## config.mk

```make
export PLATFORM = sky130hd
export DESIGN_NAME = cart_bank_ctrl
export DESIGN_NICKNAME = d
export VERILOG_FILES = /design/src/rtl/cart_bank_pkg.sv /design/src/rtl/cart_bank_decode.sv /design/src/rtl/cart_bank_path.sv /design/src/rtl/cart_bank_ctrl.sv
export SDC_FILE = /design/constraint.sdc
export NUM_CORES = 1
export LEC_CHECK = 0
export BUFFER_PORTS_ARGS = -buffer_cell sky130_fd_sc_hd__buf_2
export CAP_MARGIN = 20
export CELL_PAD_IN_SITES_DETAIL_PLACEMENT = 1
export CELL_PAD_IN_SITES_GLOBAL_PLACEMENT = 1
export CORE_ASPECT_RATIO = 0.8
export CORE_MARGIN = 8
export CORE_UTILIZATION = 31
export CTS_BUF_LIST = sky130_fd_sc_hd__clkbuf_16
export DETAILED_ROUTE_END_ITERATION = 12
export GPL_TIMING_DRIVEN = 0
export PLACE_DENSITY = 0.84
export SLEW_MARGIN = 5
export SYNTH_ARGS = -nofsm -noshare
export SYNTH_HDL_FRONTEND = slang
export SYNTH_SLANG_ARGS = --single-unit
```

## constraint.sdc

```tcl
create_clock -name clk -period 1.3 [get_ports clk]
set_clock_uncertainty 0.05 [all_clocks]
set_input_delay 0.195 -clock clk [delete_from_list [all_inputs] [get_ports clk]]
set_output_delay 0.195 -clock clk [all_outputs]
set_load 0.01 [all_outputs]
```

## src/rtl/cart_bank_pkg.sv

```systemverilog
package cart_bank_pkg;

  localparam logic [2:0] REGION_RAM_EN = 3'd0;
  localparam logic [2:0] REGION_LOW    = 3'd1;
  localparam logic [2:0] REGION_UPPER  = 3'd2;
  localparam logic [2:0] REGION_MODE   = 3'd3;
  localparam logic [2:0] REGION_RAMWIN = 3'd5;

  localparam logic [7:0] RAM_ON_CODE  = 8'h0A;
  localparam logic [7:0] RAM_OFF_CODE = 8'h00;

  typedef struct packed {
    logic       ramOn;
    logic       ramOff;
    logic       lowLd;
    logic       upperLd;
    logic       modeLd;
    logic [4:0] lowVal;
    logic [1:0] upperVal;
    logic       modeVal;
  } bankStrobe_t;

endpackage

```

## src/rtl/cart_bank_decode.sv

```systemverilog
module cart_bank_decode
  import cart_bank_pkg::*;
#(
  parameter int MULTICART = 0
) (
  input  logic        clk,
  input  logic        rstN,
  input  logic        wrEn,
  input  logic [2:0]  cpuRegion,
  input  logic [7:0]  wrData,
  output bankStrobe_t strobe
);

  localparam logic [4:0] LOW_MASK = (MULTICART != 0) ? 5'h0F : 5'h1F;

  logic [4:0] lowRaw;

  always_comb begin
    lowRaw = wrData[4:0];
    if (lowRaw == 5'd0) lowRaw = 5'd1;   // zero remap precedes the stride mask
    strobe          = '0;
    strobe.lowVal   = lowRaw & LOW_MASK;
    strobe.upperVal = wrData[1:0];
    strobe.modeVal  = wrData[0];
    if (wrEn) begin
      case (cpuRegion)
        REGION_RAM_EN: begin
          strobe.ramOn  = (wrData == RAM_ON_CODE);
          strobe.ramOff = (wrData == RAM_OFF_CODE);
        end
        REGION_LOW:   strobe.lowLd   = 1'b1;
        REGION_UPPER: strobe.upperLd = 1'b1;
        REGION_MODE:  strobe.modeLd  = 1'b1;
        default: ;
      endcase
    end
  end

  // in the normal layout a loaded low field is never zero
  a_r3_low_nonzero: assert property (@(posedge clk) disable iff (!rstN)
    (strobe.lowLd && MULTICART == 0) |-> (strobe.lowVal != 5'd0));

endmodule

```

## src/rtl/cart_bank_path.sv

```systemverilog
module cart_bank_path
  import cart_bank_pkg::*;
#(
  parameter int ROM_BW   = 6,
  parameter int RAM_BW   = 2,
  parameter int UP_SHIFT = 5
) (
  input  logic              clk,
  input  logic              rstN,
  input  bankStrobe_t       strobe,
  input  logic [2:0]        cpuRegion,
  output logic [ROM_BW-1:0] romBank,
  output logic [RAM_BW-1:0] ramBank,
  output logic              romSel,
  output logic              ramSel,
  output logic              ramBlank
);

  localparam int FULL_W = UP_SHIFT + 2;

  logic [4:0]        lowBits;
  logic [1:0]        upperBits;
  logic              modeBit;
  logic              ramEn;
  logic [FULL_W-1:0] switchFull;
  logic [FULL_W-1:0] baseFull;
  logic [ROM_BW-1:0] switchBank;
  logic [ROM_BW-1:0] baseBank;

  always_ff @(posedge clk) begin
    if (!rstN) begin
      lowBits   <= 5'd1;
      upperBits <= 2'd0;
      modeBit   <= 1'b0;
      ramEn     <= 1'b0;
    end else begin
      if (strobe.lowLd)   lowBits   <= strobe.lowVal;
      if (strobe.upperLd) upperBits <= strobe.upperVal;
      if (strobe.modeLd)  modeBit   <= strobe.modeVal;
      if (strobe.ramOn)       ramEn <= 1'b1;
      else if (strobe.ramOff) ramEn <= 1'b0;
    end
  end

  always_comb begin
    switchFull = (FULL_W'(upperBits) << UP_SHIFT) | FULL_W'(lowBits);
    baseFull   = modeBit ? (FULL_W'(upperBits) << UP_SHIFT) : '0;
    switchBank = ROM_BW'(switchFull);   // wrap against ROM size
    baseBank   = ROM_BW'(baseFull);
    romBank    = cpuRegion[1] ? switchBank : baseBank;
    ramBank    = modeBit ? RAM_BW'(upperBits) : '0;
    romSel     = !cpuRegion[2];
    ramSel     = (cpuRegion == REGION_RAMWIN) && ramEn;
    ramBlank   = (cpuRegion == REGION_RAMWIN) && !ramEn;
  end

  // the enable moves only on a decoded enable or disable code
  a_r2_ram_hold: assert property (@(posedge clk) disable iff (!rstN)
    !(strobe.ramOn || strobe.ramOff) |=> $stable(ramEn));
  a_r2_ram_on: assert property (@(posedge clk) disable iff (!rstN)
    strobe.ramOn |=> ramEn);
  // without any load strobe no state changes
  a_r10_no_strobe_hold: assert property (@(posedge clk) disable iff (!rstN)
    !(strobe.ramOn || strobe.ramOff || strobe.lowLd || strobe.upperLd || strobe.modeLd)
    |=> $stable({lowBits, upperBits, modeBit, ramEn}));

endmodule

```

## src/rtl/cart_bank_ctrl.sv

```systemverilog
module cart_bank_ctrl
  import cart_bank_pkg::*;
#(
  parameter int ROM_BANKS = 64,
  parameter int RAM_BANKS = 4,
  parameter int MULTICART = 0,
  localparam int ROM_BW   = $clog2(ROM_BANKS),
  localparam int RAM_BW   = (RAM_BANKS > 1) ? $clog2(RAM_BANKS) : 1
) (
  input  logic              clk,
  input  logic              rstN,
  input  logic              wrEn,
  input  logic [2:0]        cpuRegion,
  input  logic [7:0]        wrData,
  output logic [ROM_BW-1:0] romBank,
  output logic [RAM_BW-1:0] ramBank,
  output logic              romSel,
  output logic              ramSel,
  output logic              ramBlank
);

  localparam int UP_SHIFT = (MULTICART != 0) ? 4 : 5;

  bankStrobe_t strobe;

  cart_bank_decode #(.MULTICART(MULTICART)) u_decode (
    .clk(clk), .rstN(rstN), .wrEn(wrEn), .cpuRegion(cpuRegion),
    .wrData(wrData), .strobe(strobe)
  );

  cart_bank_path #(.ROM_BW(ROM_BW), .RAM_BW(RAM_BW), .UP_SHIFT(UP_SHIFT)) u_path (
    .clk(clk), .rstN(rstN), .strobe(strobe), .cpuRegion(cpuRegion),
    .romBank(romBank), .ramBank(ramBank), .romSel(romSel),
    .ramSel(ramSel), .ramBlank(ramBlank)
  );

  // access and blanking of the RAM window are never both signalled
  a_r9_window_excl: assert property (@(posedge clk) disable iff (!rstN)
    !(ramSel && ramBlank));

endmodule

```

# After elaboration in Yosys (flattened, before gate mapping)
# Cells that the tools add are included.
# op_classes
n_reduce_logical	8
eq_ne	5
bitwise	1
mux	11
# op_table
operator	count
$mux W6	2
$mux W5	2
$eq A8 B4 Y1 const B	1
$logic_not A8 Y1	1
$eq A3 B2 Y1 const B	2
$or A6 B5 Y6	1
$logic_not A5 Y1	1
$mux W1	5
$mux W2	2
$eq A3 B1 Y1 const B	1
$eq A3 B3 Y1 const B	1
$logic_not A3 Y1	1
$logic_and A1 B1 Y1	2
$logic_not A1 Y1	2
$reduce_bool A2 Y1	1
# word_totals
ff_bits	9
inputBits	14
output_inout_bits	11

# Depth between registers and ports, before layout
# depth
depth_word	5
depth_mapped	4
mapped_depth_nobuf	3

# Hierarchy
# A second synthesis with hierarchy kept.
# hier_totals
hier_cells	58
area_unflattened_um2	539.3
# by_module_without_submodules
mod	area_each_um2	n_inst	cells_each
cart_bank_path	404.1	1	40
cart_bank_decode	135.1	1	18

# Worst setup path after synthesis
# No wires, ideal clock.
# synth_timing
path_kind	input-to-reg
startpoint	input cpuRegion[1]
endpoint	register u_path.ramEn
slack_ns	0.299
setup_ns	0.120
stages	4
arrival_ns	0.831
cell_sequence	buf_4 nor4_2 and3_1 o22ai_1
# synth_between
elab_chain_cells	4
# synth_lines
item	line	source
start: declaration	cart_bank_ctrl.sv:13	input logic [2:0] cpuRegion,
$logic_not A3 Y1 *	cart_bank_decode.sv:26	case (cpuRegion)
$mux W2 *	cart_bank_decode.sv:26	
$mux W5 *	cart_bank_decode.sv:25	if (wrEn) begin
$mux W1 or $reduce_bool A2 Y1 (tied branches)	-	
end signal: assignment	cart_bank_path.sv:35	ramEn <= 1'b0;
end signal: assignment	cart_bank_path.sv:40	if (strobe.ramOn) ramEn <= 1'b1;
end signal: assignment	cart_bank_path.sv:41	else if (strobe.ramOff) ramEn <= 1'b0;
end: declaration	cart_bank_path.sv:24	logic ramEn;
# Mark *: on every way between the ends. The rest lies on a longest branch, timed or not.
# A chain may end at the register's enable or synchronous reset.

# Final worst setup path
# layout_timing
startpoint	input cpuRegion[1]
endpoint	output ramSel
# layout_between
elab_chain_cells	2
# layout_lines
item	line	source
$eq A3 B3 Y1	cart_bank_path.sv:53	ramSel = (cpuRegion == REGION_RAMWIN) && ramEn;
$logic_and A1 B1 Y1	cart_bank_path.sv:53	
end: declaration	cart_bank_ctrl.sv:18	output logic ramSel,
# Every way passes these cells.

==> summary.md <==
| Metric | Value |
|---|---|
| Die Y | 52.5 um |
| Worst EP required | 1.05 ns |
| Worst slew margin | 67.0% |
| Worst path max stage delay | 0.20 ns |
| Clk Latency, worst-skew pair | 0.23 ns |
| Hold WS | ~0.22 ns |
| Largest family of logic cells by synthesized area | simple AND/OR/NAND/NOR gates |
| Post-Layout Cell Count | 105 |
| Synth Area in Compound Gates | 4.84% |
| Vias per inst | 4.83 |
| Antenna cells | 0 |
| Clock buffer count from CTS | 3 |
| Die Footprint | 3240 sq um |
| Pre-CTS setup slack | -0.00241 ns |
| Slew Limit Fails | 0 |
| Adder-cell area share of the yosys netlist | 0% |
| CP Buf/Inv Count | 3 |
| Crit path cell chain | buf_2, buf_4, and2b_1, and3_2, buf_2 |
| Simple-gate share of the synthesized area | around 41% |
| Worst-Margin Slew | 0.488 ns |
| Buffers on Ports | 24 |
| Final period util | between 90% and 100% |
| F_max | 0.828 GHz |
| Initial antenna violation count | 0 |
| Area contributors post-synth | dfxtp_1, mux2i_1, and2_1 |
| Area Overhead vs Synth | 43.8% |
| Post-synth top area cell | dfxtp_1 |
| Most common cell in the netlist | dfxtp_1 |
| Min-Delay Path Class | input port to register |
| Post-synth EDFFs | 0 |
| Most used DFF post-synth | dfxtp_1 |
| Max_cap viols | 0 |
| Clock transition at path regs | approximately 0.040 ns |
| Final Worst Setup Slack | 0.0917 ns |
| Global-route wire length before repair | 2560 um |
| Syn_area_per_cell | 9.40 sq um |
| Post-cts resize count | 0 |
| Worst VDD drop | between 0.7 and 0.8 mV |
| Crit. End Element | output port |
| Detailed-route via count | slightly above 500 |
| TritonRoute pass-1 iters | 3 |
| Period minus WS final | 1.21 ns |
| Register Area | 180 sq um |
| Synth Net Count | 69 |
| Sequential fraction of the synthesis area | 34.9% |
| Most frequent CP cell | buf_2 |
| I/O Pins | 25 |
| Fillers | 200 |
| Fin nets | 98 |
| Initial Util | 32.4% |
| Antenna Nets Post-Route | 0 |
| P_leak | 0.342 nW |
| Die W | around 62 um |
| Cell Rows | 13 |
| Unrepaired setup endpoints after global routing | false |
| Crit-path slowest cell | and2b_1 |
| CTS sink count | 9 |
| Clock buffer depth | 2 |
| Core area | between 1500 and 2000 sq um |
| Setup Fix Bufs, Post-CTS | 0 |
| # hold bufs at CTS | 0 |
| Commonest cells post-synth | dfxtp_1, and2_1, mux2i_1, nor2b_1, nand2_1 |
| CP Launch Type | input port |
| Crit Path Class | input port to output port |
| Outcome | completed |
| Crit-path leading delay family | simple AND/OR/NAND/NOR gates |
| H-tree levels | 1 |
| Synth top area share | 34.9% |
| Area of the multi-input gates | just over 300 sq um |
| CTS tree | yes |
| Post-DP HPWL | 1220 um |
| Placed insts | 101 |
| GRT Overall Usage | 10.7% |
| Critical Path AT | 0.96 ns |
| Synth Instances | 55 |
| Mux share of post-synthesis cell area | 13.6% |
| Cell Pwr Density | 1210 nW/um^2 |
| Synth Warn # | 0 |
| Drt wl/cell | 14.3 um |
| Root Driver | clkbuf_16 |
| #FFs+latches synth | 9 |
| First-iteration detailed-routing DRC count | 5 |
| Library cells used by synthesis | 25 |
| Final hold vios | 0 |
| Final WL | 1500 um |
| Post-synthesis async set-or-reset flop share | 0% |
| Final setup fails | 0 |
| Synthesized area | 517 sq um |
| Xor/xnor share of the synthesized area | 0% |
| CP max FO | 10 |
| Grt ovf | 0 |
| Vias in the first global route | 585 |
| Gpl congestion | 0.646 |
| # DRC | 0 |
| Largest net degree at the start of global routing | 11 |
| Layout cells sized above 1 | 39.8% |
flip-flops by register name (all words and copies together), names as in the netlist:
register          count
u_path.lowBits        5
u_path.modeBit        1
u_path.ramEn          1
u_path.upperBits      2
cell usage in the layout, fill, tap and decap left out, drive strengths merged:
cell type   n
buf        26
dfxtp       9
and2        7
mux2i       7
nor2b       7
clkbuf      4
inv         3
nand2       3
nor2        2
and3        2
nor4        2
and4bb      2
o21a        1
and2b       1
nor4b       1
nand4       1
o22ai       1
nand4b      1
a21oi       1
nor3b       1
a31oi       1
layer usage:
layer	track usage [%]	wire length (um)
met5	0	0
met4	5.66	32
met3	4.17	143
met2	17.4	647
met1	11.7	679
stage by stage:
step / utilization, % / area [sq um] / power, mW / setup TNS [ns]
4_1_cts: 46.6 / 743 / 0.914 / 0
3_3_place_gp: 41.7 / 664 / 0.375 / 0
6_report: 46.6 / 743 / 0.902 / 0
5_1_grt: 46.6 / 743 / 0.934 / 0
3_5_place_dp: 41.7 / 664 / 0.378 / -0.00241
2_1_floorplan: - / 517 / 0.332 / 0
worst register-to-register path: cells and delay by family, from the launching register on:
kind	cells	cell delay [ns]
AO/OA/AOI/OAI	1	0.06
flip-flops	1	0.30
AND/OR/NAND/NOR	1	0.18
layout make-up:
class / instances / share of cell area, %
clock buffers: 3 / 10.1
plain buffers: 3 / 3.03
flip-flops and latches: 9 / 24.2
well taps: 22 / 3.70
clock inverters: 1 / 0.505
multi-input cells: 41 / 41.2
inverters: 2 / 1.01
repair buffers: 24 / 16.2
logic make-up (layout without fill, tap and decap cells):
logic type,Yosys count,after routing
buffers and inverters,5,33
AOI/OAI and AO/OA,4,4
muxes,7,7
and+or+nand+nor,30,30
DFF,9,9
path summary, 6_finish.rpt:
check,start,end,slack [ns],cells past startpoint
max,cpuRegion[1],ramSel,0.09,5
min,wrData[3],u_path.lowBits[3],0.22,3
max reg2reg,u_path.lowBits[0],u_path.lowBits[0],0.57,2
min reg2reg,u_path.ramEn,u_path.ramEn,0.44,2
report_power, final:
part           total [mW]  switching (mW)  internal (mW)
Combinational      0.0869          0.0437         0.0432
Sequential          0.286         0.00321          0.283
Clock               0.529           0.128          0.401
Total               0.902           0.175          0.727
Note: power is estimated with default switching activity, not from simulation.
